**config.mk**
```make
export PLATFORM = sky130hd
export DESIGN_NAME = burst_gate_gen
export DESIGN_NICKNAME = d
export VERILOG_FILES = /design/src/rtl/bgg_pkg.sv /design/src/rtl/bgg_ring.sv /design/src/rtl/bgg_flag_sync.sv /design/src/rtl/bgg_sync_sampler.sv /design/src/rtl/bgg_line_timer.sv /design/src/rtl/burst_gate_gen.sv
export SDC_FILE = /design/constraint.sdc
export NUM_CORES = 1
export LEC_CHECK = 0
export BUFFER_PORTS_ARGS = -buffer_cell sky130_fd_sc_hd__buf_2
export CORE_MARGIN = 2
export CORE_UTILIZATION = 50
export DETAILED_ROUTE_END_ITERATION = 8
export PLACE_DENSITY = 0.72
export SLEW_MARGIN = 20
export SYNTH_ARGS = -nofsm -noshare
export SYNTH_HDL_FRONTEND = slang
export SYNTH_SLANG_ARGS = --single-unit
```
**constraint.sdc**
```tcl
create_clock -name clk -period 1.9 [get_ports clk]
set_input_delay 0.095 -clock clk [delete_from_list [all_inputs] [get_ports clk]]
set_output_delay 0.095 -clock clk [all_outputs]
set_load 0.005 [all_outputs]
```
**src/rtl/bgg_pkg.sv**
```systemverilog
package bgg_pkg;

    localparam int CNT_W = 9;
    localparam int STD_BIT = CNT_W - 1;
    localparam logic [CNT_W-1:0] CNT_MAX = '1;
    localparam logic [CNT_W-1:0] HALF_LINE = 9'd128;

    typedef enum logic {STD_NTSC = 1'b0, STD_PAL = 1'b1} line_std_e;

    typedef struct packed {
        logic [CNT_W-1:0] start;
        logic [CNT_W-1:0] len;
    } burst_win_t;

    function automatic burst_win_t window_for(line_std_e s);
        burst_win_t w;
        if (s == STD_PAL) begin
            w.start = 9'd24;
            w.len   = 9'd10;
        end else begin
            w.start = 9'd18;
            w.len   = 9'd9;
        end
        return w;
    endfunction

endpackage

```
**src/rtl/bgg_ring.sv**
```systemverilog
module bgg_ring #(
    parameter int PHASES = 4
) (
    input  logic              clk,
    input  logic              rst,
    output logic [PHASES-1:0] phase,
    output logic              sc_en
);
    always_ff @(posedge clk) begin
        if (rst) phase <= PHASES'(1);
        else     phase <= {phase[PHASES-2:0], phase[PHASES-1]};
    end

    assign sc_en = phase[PHASES-1];
endmodule

```
**src/rtl/bgg_flag_sync.sv**
```systemverilog
module bgg_flag_sync #(
    parameter int STAGES = 2
) (
    input  logic clk,
    input  logic rst,
    input  logic d,
    output logic q
);
    logic [STAGES-1:0] chain;

    generate
        if (STAGES == 1) begin : g_one
            always_ff @(posedge clk) begin
                if (rst) chain <= '0;
                else     chain <= d;
            end
        end else begin : g_many
            always_ff @(posedge clk) begin
                if (rst) chain <= '0;
                else     chain <= {chain[STAGES-2:0], d};
            end
        end
    endgenerate

    assign q = chain[STAGES-1];
endmodule

```
**src/rtl/bgg_sync_sampler.sv**
```systemverilog
module bgg_sync_sampler (
    input  logic clk,
    input  logic rst,
    input  logic sc_en,
    input  logic sync_n,
    output logic fall
);
    logic now_q, prev_q;

    always_ff @(posedge clk) begin
        if (rst) begin
            now_q  <= 1'b1;
            prev_q <= 1'b1;
        end else if (sc_en) begin
            now_q  <= sync_n;
            prev_q <= now_q;
        end
    end

    assign fall = prev_q & ~now_q;
endmodule

```
**src/rtl/bgg_line_timer.sv**
```systemverilog
module bgg_line_timer
    import bgg_pkg::*;
(
    input  logic             clk,
    input  logic             rst,
    input  logic             sc_en,
    input  logic             fall,
    output logic [CNT_W-1:0] cnt,
    output logic             accept,
    output logic             measured,
    output line_std_e        line_std,
    output logic             gate
);
    logic       seen;
    burst_win_t win;

    assign accept = sc_en & fall & (~seen | (cnt >= HALF_LINE));

    always_ff @(posedge clk) begin
        if (rst) begin
            cnt      <= '0;
            seen     <= 1'b0;
            measured <= 1'b0;
            line_std <= STD_NTSC;
        end else if (sc_en) begin
            if (accept) begin
                cnt  <= '0;
                seen <= 1'b1;
                if (seen) begin
                    line_std <= cnt[STD_BIT] ? STD_PAL : STD_NTSC;
                    measured <= 1'b1;
                end
            end else if (cnt != CNT_MAX) begin
                cnt <= cnt + 1'b1;
            end
        end
    end

    always_comb begin
        win  = window_for(line_std);
        gate = measured && (cnt >= win.start) && (cnt < win.start + win.len);
    end
endmodule

```
**src/rtl/burst_gate_gen.sv**
```systemverilog
module burst_gate_gen
    import bgg_pkg::*;
#(
    parameter int PHASES      = 4,
    parameter int SYNC_STAGES = 2
) (
    input  logic              clk,
    input  logic              rst,
    input  logic              sync_n,
    input  logic              ext_flag,
    input  logic              use_ext,
    output logic [PHASES-1:0] sc_phase,
    output logic              burst,
    output logic              pal_detected
);
    logic             sc_en, fall_edge, accept, measured, gate_int, ext_q;
    logic [CNT_W-1:0] cnt;
    line_std_e        line_std;

    bgg_ring #(.PHASES(PHASES)) u_ring (
        .clk(clk), .rst(rst), .phase(sc_phase), .sc_en(sc_en)
    );

    bgg_sync_sampler u_samp (
        .clk(clk), .rst(rst), .sc_en(sc_en), .sync_n(sync_n), .fall(fall_edge)
    );

    bgg_line_timer u_timer (
        .clk(clk), .rst(rst), .sc_en(sc_en), .fall(fall_edge),
        .cnt(cnt), .accept(accept), .measured(measured),
        .line_std(line_std), .gate(gate_int)
    );

    bgg_flag_sync #(.STAGES(SYNC_STAGES)) u_fsync (
        .clk(clk), .rst(rst), .d(ext_flag), .q(ext_q)
    );

    always_ff @(posedge clk) begin
        if (rst) burst <= 1'b0;
        else     burst <= use_ext ? ext_q : gate_int;
    end

    assign pal_detected = (line_std == STD_PAL);
endmodule

```
==> impl_summary.log, run 1 <==
[metrics] Synth cell types: 33
[metrics] setup violation total in the final timing report: 1
[metrics] FILL cells: 167
[metrics] data arrival time at the worst-slack endpoint: 2.15 ns
[metrics] DRC Markers: 0
[metrics] initial antenna violation count: 0
[metrics] most used cells in the layout excluding fill and tap cells: dfxtp_1, buf_4, nand2_1, buf_2, nand3_1
[metrics] final layout net count: 156
[metrics] clk_lat worst skew: 0.30 ns
[metrics] deepest clock path buffer count: 2
[metrics] maximum number of pins on one net before global-route repair: 21
[metrics] maximum vdd drop: 0.000495 V
[metrics] CP Max Fanout: 3
[metrics] instance count along the most critical hold path: 2
[metrics] critical register-to-register path startpoint: u_timer.cnt[0]
[metrics] worst slew margin relative to its limit: 74.6%
[metrics] mean cell area of the mapped netlist: 8.79 um2
[metrics] logic depth of the worst register-to-register path: 9
[metrics] detail-routed net length per standard cell: 14.2 um
[metrics] run status: complete, but fails checks
[metrics] total power density per cell area: 539 mW/mm2
[metrics] endpoint kind of the worst setup timing path: register
[metrics] vias after detailed routing: 952
[metrics] combined buffer and inverter count along the critical path: 0
[metrics] Clock H-tree levels: 1
[metrics] Critical Path RT: 2.14 ns
[metrics] area of combinational cells with multiple inputs: 621 um2
[metrics] largest stage delay on the critical path: 0.37 ns
[metrics] via count of the first global-routing pass: 870
[metrics] fraction of the core area covered by cells at the end of the flow: 66.4%
[metrics] post-route minimum period: 1.90 ns
[metrics] Ys Warns: 0
[metrics] Slowest cell on crit path: dfxtp_4
[metrics] Worst Tran Pin Value: 0.380 ns
[metrics] routed vias/inst: 5.63
[metrics] flops & latches, synth: 21
[metrics] unrepaired setup endpoints after global routing: yes
[metrics] post-synth design cell area: 0.00105 mm2
[metrics] cell family with most CP delay: simple AND/OR/NAND/NOR gates
[metrics] total detailed-routing wirelength: 2410 um
[metrics] Place WS: -0.0604 ns
[metrics] count of antenna diodes in the layout: 0
[metrics] total grt overflow: 0
[metrics] router iterations before antenna repair: 4
[metrics] first-iteration detailed-routing DRC count: 22
[metrics] Storage cell area: 425 um2
[metrics] cell count after synthesis: 119
[metrics] clock root cell: clkbuf_4
[metrics] cell taking the most area after synthesis: dfxtp_1
[metrics] worst min-delay path class: in -> reg
[metrics] Layout Skew: 0.00256 ns
[metrics] total CTS buffers: 3
[metrics] residual antenna-violating net count after detailed routing: 0
[metrics] period utilization: 100%
[metrics] final weighted congestion in routability-driven placement: 0.872
[metrics] Clock Pin Slew Worst Setup and Hold Paths: 0.11 ns
[metrics] terminating pin of the worst hold path: u_fsync.chain[0]
[metrics] fraction of registers with async set/reset: 0%
[metrics] share of Yosys cell area claimed by the top area cell type: 40.2%
[metrics] Synth area leaders: dfxtp_1, ha_1, nand3_1
[metrics] fraction of final layout cells sized beyond drive strength 1: 30.3%
[metrics] Design Power: 0.702 mW
[metrics] area delta synth->final: 24.5%
[metrics] startpoint-to-endpoint class of the critical path: reg -> reg
[metrics] setup slack of the most critical reg-to-reg path: -0.005 ns
[metrics] failing checks: setup timing
[metrics] CP dominant cell by count: ha_4
[metrics] final hold violations: 0
[metrics] clock sink count: 21
[metrics] half-perimeter wire length of the detailed placement result: 1810 um
[metrics] CTS tree: done
[metrics] worst reg2reg path endpoint: u_timer.cnt[3]
[metrics] number of enable-type register cells in the synthesized netlist: 0
[metrics] overall fraction of global-route tracks in use: 22.2%
[metrics] Synth Net Count: 132
[metrics] global-route wire length before repair: 4070 um
[metrics] Worst Hold Launch: ext_flag
[metrics] smallest hold slack: 0.0122 ns
[metrics] sequential area share after synthesis: 40.2%
[metrics] number of standard-cell rows in the floorplan: 16
[metrics] final worst setup slack: -0.00476 ns
[metrics] reported leakage power: 0.500 nW
[metrics] height of the die: 49.7 um
[metrics] initial core utilization: 53.3%
[metrics] max-cap violation count: 0
[metrics] startpoint types: register
[metrics] count of buffers from port buffering: 10
[metrics] timing-limited maximum frequency: 0.525 GHz
[metrics] placeable core area: 0.00196 mm2
[metrics] Pins Over Slew Limit: 0
[metrics] most instantiated flip-flop cell in the synthesis netlist: dfxtp_1
[metrics] Die W: 49.7 um
[metrics] most common cell after layout, fill and taps aside: dfxtp_1
[metrics] die area: 0.00247 mm2
[metrics] number of top-level pins: 11
[metrics] cell chain of the critical path: ha_4 > nand3_2 > or2_4 > nor2_4 > ha_4 > nand2b_4 > or3_4 > a311o_2 > a21oi_2
worst max path at each step:
| stage | start | end | slack [ns] | cells after the start |
|---|---|---|---|---|
| after floorplan | u_timer.cnt[0] | u_timer.cnt[3] | 0.004 | 9 |
| after global placement | u_timer.cnt[1] | u_timer.cnt[1] | 0.003 | 10 |
| after detailed placement | u_timer.cnt[1] | u_timer.cnt[8] | -0.06 | 10 |
| after CTS | u_timer.cnt[0] | u_timer.cnt[3] | 0.002 | 9 |
| after global routing | u_timer.cnt[0] | u_timer.cnt[3] | -0.05 | 9 |
| final | u_timer.cnt[0] | u_timer.cnt[3] | -0.005 | 9 |
synth_stat cells, drive strengths merged (2+ instances only):
library cell,n
dfxtp,21
nand2,10
nand3,10
nor2,9
ha,8
inv,8
a21oi,7
nor2b,6
buf,3
clkbuf,3
nor3,3
o211ai,3
o21ai,3
a22oi,2
a32o,2
mux2i,2
nor4,2
or2,2
or3,2
or3b,2
metrics by stage:
step	TNS, ns	instance area [um2]	std cells
3_5_place_dp	-0.261	1220	162
4_1_cts	0	1290	169
6_report	-0.00476	1300	169
5_1_grt	-0.0474	1300	169
3_3_place_gp	0	1220	162
2_1_floorplan	0	1080	119
area by class of cell:
class | instances | area share [%]
timing repair buffer | 25 | 12.7
clock inverter | 1 | 0.384
inverter | 8 | 2.31
sequential | 21 | 32.7
tap | 27 | 2.59
clock buffer | 3 | 1.73
multi-input combinational | 84 | 47.6
state kept, by name, indices dropped and copies added, names as in the netlist:
name / count
u_samp.prev_q: 1
u_timer.seen: 1
u_fsync.chain: 2
u_timer.measured: 1
burst: 1
u_timer.cnt: 9
u_samp.now_q: 1
u_ring.phase: 4
u_timer.line_std: 1
logic make-up (layout without fill, tap and decap cells):
| logic type | count (synthesis) | in the layout | share of synthesized area [%] |
|---|---|---|---|
| muxes | 2 | 2 | 1.91 |
| and+or+nand+nor | 52 | 52 | 26.3 |
| AOI/OAI and AO/OA | 22 | 22 | 15.8 |
| buffers and inverters | 14 | 37 | 6.22 |
| adders and majority gates | 8 | 8 | 9.57 |
| DFF | 21 | 21 | 40.2 |
power breakdown:
part / switching (mW) / leakage, nW / internal, mW
Sequential: 0.00513 / 0.172 / 0.448
Clock: 0.130 / 0.0177 / 0.0784
Combinational: 0.0223 / 0.310 / 0.0187
metal layers:
layer | wire (um) | share of wire [%] | GRT usage (%) | up-vias
met4 | 51 | 2.1 | 9.26 | 0
met3 | 87 | 3.6 | 4.55 | 6
met5 | 0 | 0 | 0 | -
met2 | 1170 | 48 | 36.9 | 24
met1 | 1100 | 46 | 27.9 | 453
li1 | - | - | - | 469
what timing repair did:
action,in CTS,in global routing
hold buffers,1,0
buffers inserted,2,0
gates resized for setup,4,2
pin swaps,2,2
hold endpoints to repair,1,0
endpoints found under the setup margin,5,6
(Power assumes the default switching activity.)
==> run 2, diff against run 1 <==
==> constraint.sdc (replaced) <==
create_clock -name clk -period 1.9 [get_ports clk]
set_input_delay 0.19 -clock clk [delete_from_list [all_inputs] [get_ports clk]]
set_output_delay 0.19 -clock clk [all_outputs]
set_load 0.005 [all_outputs]
==> run 2 against run 1 <==
  * The flow still finishes with violations (setup timing)
  * First-iteration DRC count fell by 4.5%
  * Critical path depth did not move
  * Total power fell by 0.22%
  * Sequential power barely moved
  * Clock power barely moved
  * Critical path type unchanged
  * Sequential share of layout area rose by 0.25 points
  * Largest power group unchanged
==> impl_summary.log, run 2 (same netlist as run 1, synthesis figures left out) <==
[metrics] failing checks: setup timing
[metrics] detail-routed net length per standard cell: 14.3 um (+0.14%)
[metrics] largest stage delay on the critical path: 0.37 ns (about the same)
[metrics] number of top-level pins: 11 (unchanged)
[metrics] final layout net count: 155 (-0.64%)
[metrics] CP Max Fanout: 3 (unchanged)
[metrics] startpoint-to-endpoint class of the critical path: reg -> reg
[metrics] largest register by flop count: u_timer.cnt
[metrics] count of antenna diodes in the layout: 0 (unchanged)
[metrics] vias after detailed routing: 948 (-0.42%)
[metrics] die area: 0.00247 mm2 (unchanged)
[metrics] clock root cell: clkbuf_4
[metrics] global-route wire length before repair: 4070 um (unchanged)
[metrics] data arrival time at the worst-slack endpoint: 2.15 ns (about the same)
[metrics] clk_lat worst skew: 0.30 ns (about the same)
[metrics] most common cell after layout, fill and taps aside: dfxtp_1
[metrics] total grt overflow: 0 (unchanged)
[metrics] period utilization: 100% (about the same)
[metrics] setup slack of the most critical reg-to-reg path: -0.005 ns (about the same)
[metrics] Pins Over Slew Limit: 0 (unchanged)
[metrics] overall fraction of global-route tracks in use: 22.2% (unchanged)
[metrics] max-cap violation count: 0 (unchanged)
[metrics] height of the die: 49.7 um (unchanged)
[metrics] routed vias/inst: 5.64 (+0.17%)
[metrics] placed cells: 162 (unchanged)
[metrics] count of buffers from port buffering: 10 (unchanged)
[metrics] maximum number of pins on one net before global-route repair: 21 (unchanged)
[metrics] cell chain of the critical path: ha_4 > nand3_2 > or2_4 > nor2_4 > ha_4 > nand2b_4 > or3_4 > a311o_2 > a21oi_2
[metrics] post-route minimum period: 1.90 ns (-0.00000644 ns)
[metrics] flip-flop count of the largest register, all copies and words added: 9 (unchanged)
[metrics] DRC Markers: 0 (unchanged)
[metrics] timing-limited maximum frequency: 0.525 GHz (about the same)
[metrics] final weighted congestion in routability-driven placement: 0.872 (unchanged)
[metrics] Worst Tran Pin Value: 0.380 ns (-0.000142 ns)
[metrics] deepest clock path buffer count: 2 (unchanged)
[metrics] Die W: 49.7 um (unchanged)
[metrics] fraction of final layout cells sized beyond drive strength 1: 30.5% (+0.21 points)
[metrics] Clock H-tree levels: 1 (unchanged)
[metrics] worst slew margin relative to its limit: 74.6% (about the same)
[metrics] number of standard cells in the final layout excluding fillers: 168 (-0.59%)
[metrics] Layout Skew: 0.00256 ns (unchanged)
[metrics] setup violation total in the final timing report: 1 (unchanged)
[metrics] unrepaired setup endpoints after global routing: yes
[metrics] largest registers: u_timer.cnt x9, u_ring.phase x4, u_fsync.chain x2
[metrics] router iterations before antenna repair: 4 (unchanged)
[metrics] total power density per cell area: 542 mW/mm2 (+0.55%)
[metrics] final worst setup slack: -0.00475 ns (+0.00000644 ns)
[metrics] cell family with most CP delay: simple AND/OR/NAND/NOR gates
[metrics] via count of the first global-routing pass: 870 (unchanged)
[metrics] total CTS buffers: 3 (unchanged)
[metrics] Critical Path RT: 2.14 ns (about the same)
[metrics] startpoint types: register
[metrics] initial core utilization: 53.3% (unchanged)
[metrics] first-iteration detailed-routing DRC count: 21 (-4.5%)
[metrics] CP dominant cell by count: ha_4
[metrics] Slowest cell on crit path: dfxtp_4
[metrics] worst min-delay path class: in -> reg
[metrics] CTS tree: done
[metrics] clock sink count: 21 (unchanged)
[metrics] Design Power: 0.701 mW (-0.22%)
[metrics] residual antenna-violating net count after detailed routing: 0 (unchanged)
[metrics] final hold violations: 0 (unchanged)
[metrics] most used cells in the layout excluding fill and tap cells: dfxtp_1, buf_4, nand2_1, buf_2, nand3_1
[metrics] combined buffer and inverter count along the critical path: 0 (unchanged)
[metrics] placeable core area: 0.00196 mm2 (unchanged)
[metrics] run status: complete, but fails checks
[metrics] half-perimeter wire length of the detailed placement result: 1810 um (unchanged)
[metrics] total detailed-routing wirelength: 2400 um (-0.46%)
[metrics] reported leakage power: 0.496 nW (-0.84%)
[metrics] Clock Pin Slew Worst Setup and Hold Paths: 0.11 ns (about the same)
[metrics] area delta synth->final: 23.6%
[metrics] maximum vdd drop: 0.000495 V (about the same)
[metrics] initial antenna violation count: 0 (unchanged)
[metrics] endpoint kind of the worst setup timing path: register
[metrics] number of standard-cell rows in the floorplan: 16 (unchanged)
run 2: cell types whose count changed in the layout (fill, tap and decap cells not counted):
cell,before,now
dlygate4sd3_1,1,0
run 2: worst min-delay path, cell delays in order:
cell and delay (ns):
buf_2 0.07, nand2_1 0.04, o211ai_1 0.06
run 2: layout make-up:
class                           count  area, um2
Sequential cell                    21        425
Clock buffer                        3       22.5
Timing Repair Buffer               24        155
Inverter                            8       30.0
Multi-Input combinational cell     84        621
Fill cell                         168        669
Tap cell                           27       33.8
Clock inverter                      1       5.00
run 2: repair_timing:
action / CTS / global route
pin swaps: 2 / 2
hold buffers: 0 / 0
endpoints found under the setup margin: 5 / 6
gates resized for setup: 4 / 2
setup buffers: 2 / 0
run 2: power by group:
part	internal (mW)	total, mW	switching [mW]
Sequential	0.448	0.453	0.00513
Clock	0.0784	0.209	0.130
Combinational	0.0174	0.0394	0.0220
Total	0.543	0.701	0.157
run 2: layer usage:
layer	wire (um)	vias up	global-route usage, %
li1	-	467	-
met1	1100	451	27.9
met2	1160	24	36.9
met3	89	6	4.55
met4	51	0	9.26
met5	0	-	0
run 2: path summary, 6_finish.rpt:
path,endpoint,cells after the start,from
max,u_timer.cnt[3],9,u_timer.cnt[0]
min,u_samp.now_q,3,sync_n
max reg2reg,u_timer.cnt[3],9,u_timer.cnt[0]
min reg2reg,u_fsync.chain[1],1,u_fsync.chain[0]
run 2: metrics by stage:
stage          setup TNS [ns]  setup WS (ns)  hold WS, ns  instance area [um2]  util (%)
5_1_grt               -0.0474        -0.0474        0.103                 1290      65.9
6_report             -0.00475       -0.00475       0.0944                 1290      65.9
3_3_place_gp                0        0.00336        0.400                 1220      62.2
2_1_floorplan               0        0.00400        0.318                 1080         -
3_5_place_dp           -0.261        -0.0604        0.412                 1220      62.2
4_1_cts                     0        0.00198       0.0945                 1280      65.1
==> run 3, diff against run 2 <==
Settings changed: CORE_UTILIZATION 50 to 25, GPL_TIMING_DRIVEN set to 0, PLACE_DENSITY 0.72 to not set.
==> run 3 against run 2 <==
  * Final cell count rose by 15%
  * Register-to-register slack got worse by 0.02 ns
  * Sequential share of layout area fell by 1.8 points
  * Cell area rose by 6.4%
  * Largest cell class unchanged
  * The run still ends with setup timing left
  * Highest routed layer unchanged
  * Global-route usage fell by 9.9 points
==> impl_summary.log, run 3 (same netlist as run 1, synthesis figures left out) <==
[metrics] final worst setup slack: -0.0291 ns (-0.0244 ns)
[metrics] logic depth of the worst register-to-register path: 9 (unchanged)
[metrics] post-route minimum period: 1.93 ns (+0.0244 ns)
[metrics] number of hold buffers added after cts: 0 (unchanged)
[metrics] residual antenna-violating net count after detailed routing: 0 (unchanged)
[metrics] smallest hold slack: 0.128 ns (+0.0340 ns)
[metrics] worst reg2reg path endpoint: u_timer.cnt[6]
[metrics] final layout net count: 157 (+1.3%)
[metrics] number of standard cells in the final layout excluding fillers: 193 (+15%)
[metrics] most used cells in the layout excluding fill and tap cells: dfxtp_1, buf_2, buf_4
[metrics] worst slew margin relative to its limit: 63.1% (-12 points)
[metrics] setup slack of the most critical reg-to-reg path: -0.03 ns (-0.02 ns)
[metrics] Design Power: 0.797 mW (+14%)
[metrics] startpoint types: register
[metrics] CP dominant cell by count: ha_4
[metrics] total detailed-routing wirelength: 2690 um (+12%)
[metrics] Placement Cell Area: 0.00119 mm2 (-2.2%)
[metrics] fraction of final layout cells sized beyond drive strength 1: 32.9% (+2.4 points)
[metrics] router iterations before antenna repair: 4 (unchanged)
[metrics] initial core utilization: 26.1% (-27 points)
[metrics] deepest clock path buffer count: 2 (unchanged)
[metrics] fraction of power spent switching nets: 23.2% (+0.69 points)
[metrics] setup TNS: -0.0630 ns (-0.0583 ns)
[metrics] count of buffers from port buffering: 10 (unchanged)
[metrics] maximum vdd drop: 0.000251 V (-49%)
[metrics] reported leakage power: 0.513 nW (+3.5%)
[metrics] vias after detailed routing: 928 (-2.1%)
[metrics] run status: complete, but fails checks
[metrics] clk_lat worst skew: 0.27 ns (-0.03 ns)
[metrics] placed cells: 179 (+10%)
[metrics] Place WS: -0.135 ns (-0.0746 ns)
[metrics] terminating pin of the worst hold path: u_fsync.chain[0]
[metrics] largest registers: u_timer.cnt x9, u_ring.phase x4, u_fsync.chain x2
[metrics] cell family with most CP delay: simple AND/OR/NAND/NOR gates
[metrics] first-iteration detailed-routing DRC count: 32 (+52%)
[metrics] clock root cell: clkbuf_8
[metrics] initial antenna violation count: 0 (unchanged)
[metrics] flip-flop count of the largest register, all copies and words added: 9 (unchanged)
[metrics] fraction of power consumed by combinational cells: 5.7% (about the same)
[metrics] number of top-level pins: 11 (unchanged)
[metrics] area delta synth->final: 31.5%
[metrics] largest register by flop count: u_timer.cnt
[metrics] switching component of the power: 0.184 mW (+17%)
[metrics] timing-limited maximum frequency: 0.518 GHz (-1.3%)
[metrics] final hold violations: 0 (unchanged)
[metrics] placeable core area: 0.00400 mm2 (+100%)
[metrics] overall fraction of global-route tracks in use: 12.3% (-9.9 points)
[metrics] half-perimeter wire length of the detailed placement result: 1750 um (-3.7%)
[metrics] detail-routed net length per standard cell: 13.9 um (-2.2%)
[metrics] combined buffer and inverter count along the critical path: 0 (unchanged)
[metrics] total CTS buffers: 3 (unchanged)
[metrics] max-cap violation count: 0 (unchanged)
[metrics] Worst Tran Pin Value: 0.554 ns (+0.174 ns)
[metrics] startpoint-to-endpoint class of the critical path: reg -> reg
[metrics] Clock Pin Slew Worst Setup and Hold Paths: 0.08 ns (-0.03 ns)
[metrics] setup violation total in the final timing report: 3 (+2)
[metrics] Clock H-tree levels: 1 (unchanged)
[metrics] fraction of the core area covered by cells at the end of the flow: 34.4% (-32 points)
[metrics] die area: 0.00472 mm2 (+91%)
[metrics] clock group share of total power: 37.9% (+8.1 points)
[metrics] unrepaired setup endpoints after global routing: yes
[metrics] CTS tree: done
[metrics] final weighted congestion in routability-driven placement: 0.843 (-3.3%)
[metrics] height of the die: 68.7 um (+38%)
[metrics] largest stage delay on the critical path: 0.42 ns (+0.05 ns)
[metrics] Slowest cell on crit path: or3b_4
[metrics] DRC Markers: 0 (unchanged)
[metrics] count of antenna diodes in the layout: 0 (unchanged)
[metrics] part of the power in registers: 56.4% (-8.2 points)
[metrics] data arrival time at the worst-slack endpoint: 2.13 ns (-0.02 ns)
[metrics] maximum number of pins on one net before global-route repair: 13 (-38%)
[metrics] CP Max Fanout: 5 (+2)
[metrics] cell area after layout: 0.00138 mm2 (+6.4%)
[metrics] cell chain of the critical path: ha_4 > nand3_4 > or2_4 > nor2_4 > ha_4 > nand2b_4 > a31oi_4 > or3b_4 > a21oi_2
[metrics] Pins Over Slew Limit: 0 (unchanged)
[metrics] instance count along the most critical hold path: 2 (-1)
[metrics] total grt overflow: 0 (unchanged)
[metrics] total power density per cell area: 579 mW/mm2 (+6.9%)
[metrics] worst min-delay path class: in -> reg
[metrics] endpoint kind of the worst setup timing path: register
[metrics] internal power consumption: 0.612 mW (+13%)
[metrics] routed vias/inst: 4.81 (-15%)
[metrics] Die W: 68.7 um (+38%)
[metrics] period utilization: 102% (+1.3 points)
[metrics] Worst Hold Launch: ext_flag
[metrics] failing checks: setup timing
[metrics] Layout Skew: 0.00121 ns (-0.00135 ns)
[metrics] most common cell after layout, fill and taps aside: dfxtp_1
[metrics] clock sink count: 21 (unchanged)
[metrics] via count of the first global-routing pass: 885 (+1.7%)
[metrics] number of standard-cell rows in the floorplan: 23 (+7)
[metrics] Critical Path RT: 2.10 ns (-0.04 ns)
[metrics] global-route wire length before repair: 4130 um (+1.4%)
[metrics] critical register-to-register path startpoint: u_timer.cnt[1]
run 3: cell count changes in the layout (fill, tap and decap cells not counted), sizes merged:
cell	before	now
clkbuf	3	6
buf	24	23
run 3: worst max path at each step:
stage                     slack, ns              to      startpoint  depth (start not counted)
final                         -0.03  u_timer.cnt[6]  u_timer.cnt[1]                          9
after global routing          -0.09  u_timer.cnt[6]  u_timer.cnt[1]                          9
after CTS                     -0.02  u_timer.cnt[3]  u_timer.cnt[0]                          9
after detailed placement      -0.13  u_timer.cnt[7]  u_timer.cnt[0]                          9
after global placement        -0.10  u_timer.cnt[3]  u_timer.cnt[0]                          9
after floorplan               0.004  u_timer.cnt[3]  u_timer.cnt[0]                          9
run 3: power groups by stage:
stage | combinational [mW] | clock, mW | sequential [mW]
floorplan | 0.0239 | 0 | 0.462
global placement | 0.0395 | 0 | 0.462
detailed placement | 0.0401 | 0 | 0.462
CTS | 0.0444 | 0.305 | 0.450
global route | 0.0505 | 0.328 | 0.451
finish | 0.0457 | 0.302 | 0.449
run 3: worst reg2reg max path: stages (launching register included):
cell,delay [ns]
dfxtp_4,0.36
ha_4,0.17
nand3_4,0.08
or2_4,0.14
nor2_4,0.04
ha_4,0.16
nand2b_4,0.15
a31oi_4,0.21
or3b_4,0.42
a21oi_2,0.13
run 3: layout make-up:
type	count	area [um2]
Fill cell	397	2630
Multi-Input combinational cell	84	648
Sequential cell	21	428
Timing Repair Buffer	20	125
Tap cell	50	62.6
Clock buffer	3	41.3
Buffer	6	35.0
Inverter	8	30.0
Clock inverter	1	5.00
run 3: routing by layer:
layer	part of all wire [%]	up-vias	GRT usage, %
met5	0	-	0
met4	1.9	0	7.00
met3	4.0	5	2.27
met2	50	21	19.7
met1	44	435	15.3
li1	-	467	-
run 3: what timing repair did:
action                                  CTS  global route
endpoints found under the setup margin    6             8
resized for setup                         5             8
buffers inserted                          8             2
hold endpoints to repair                  0             0
pin swaps                                 4             4
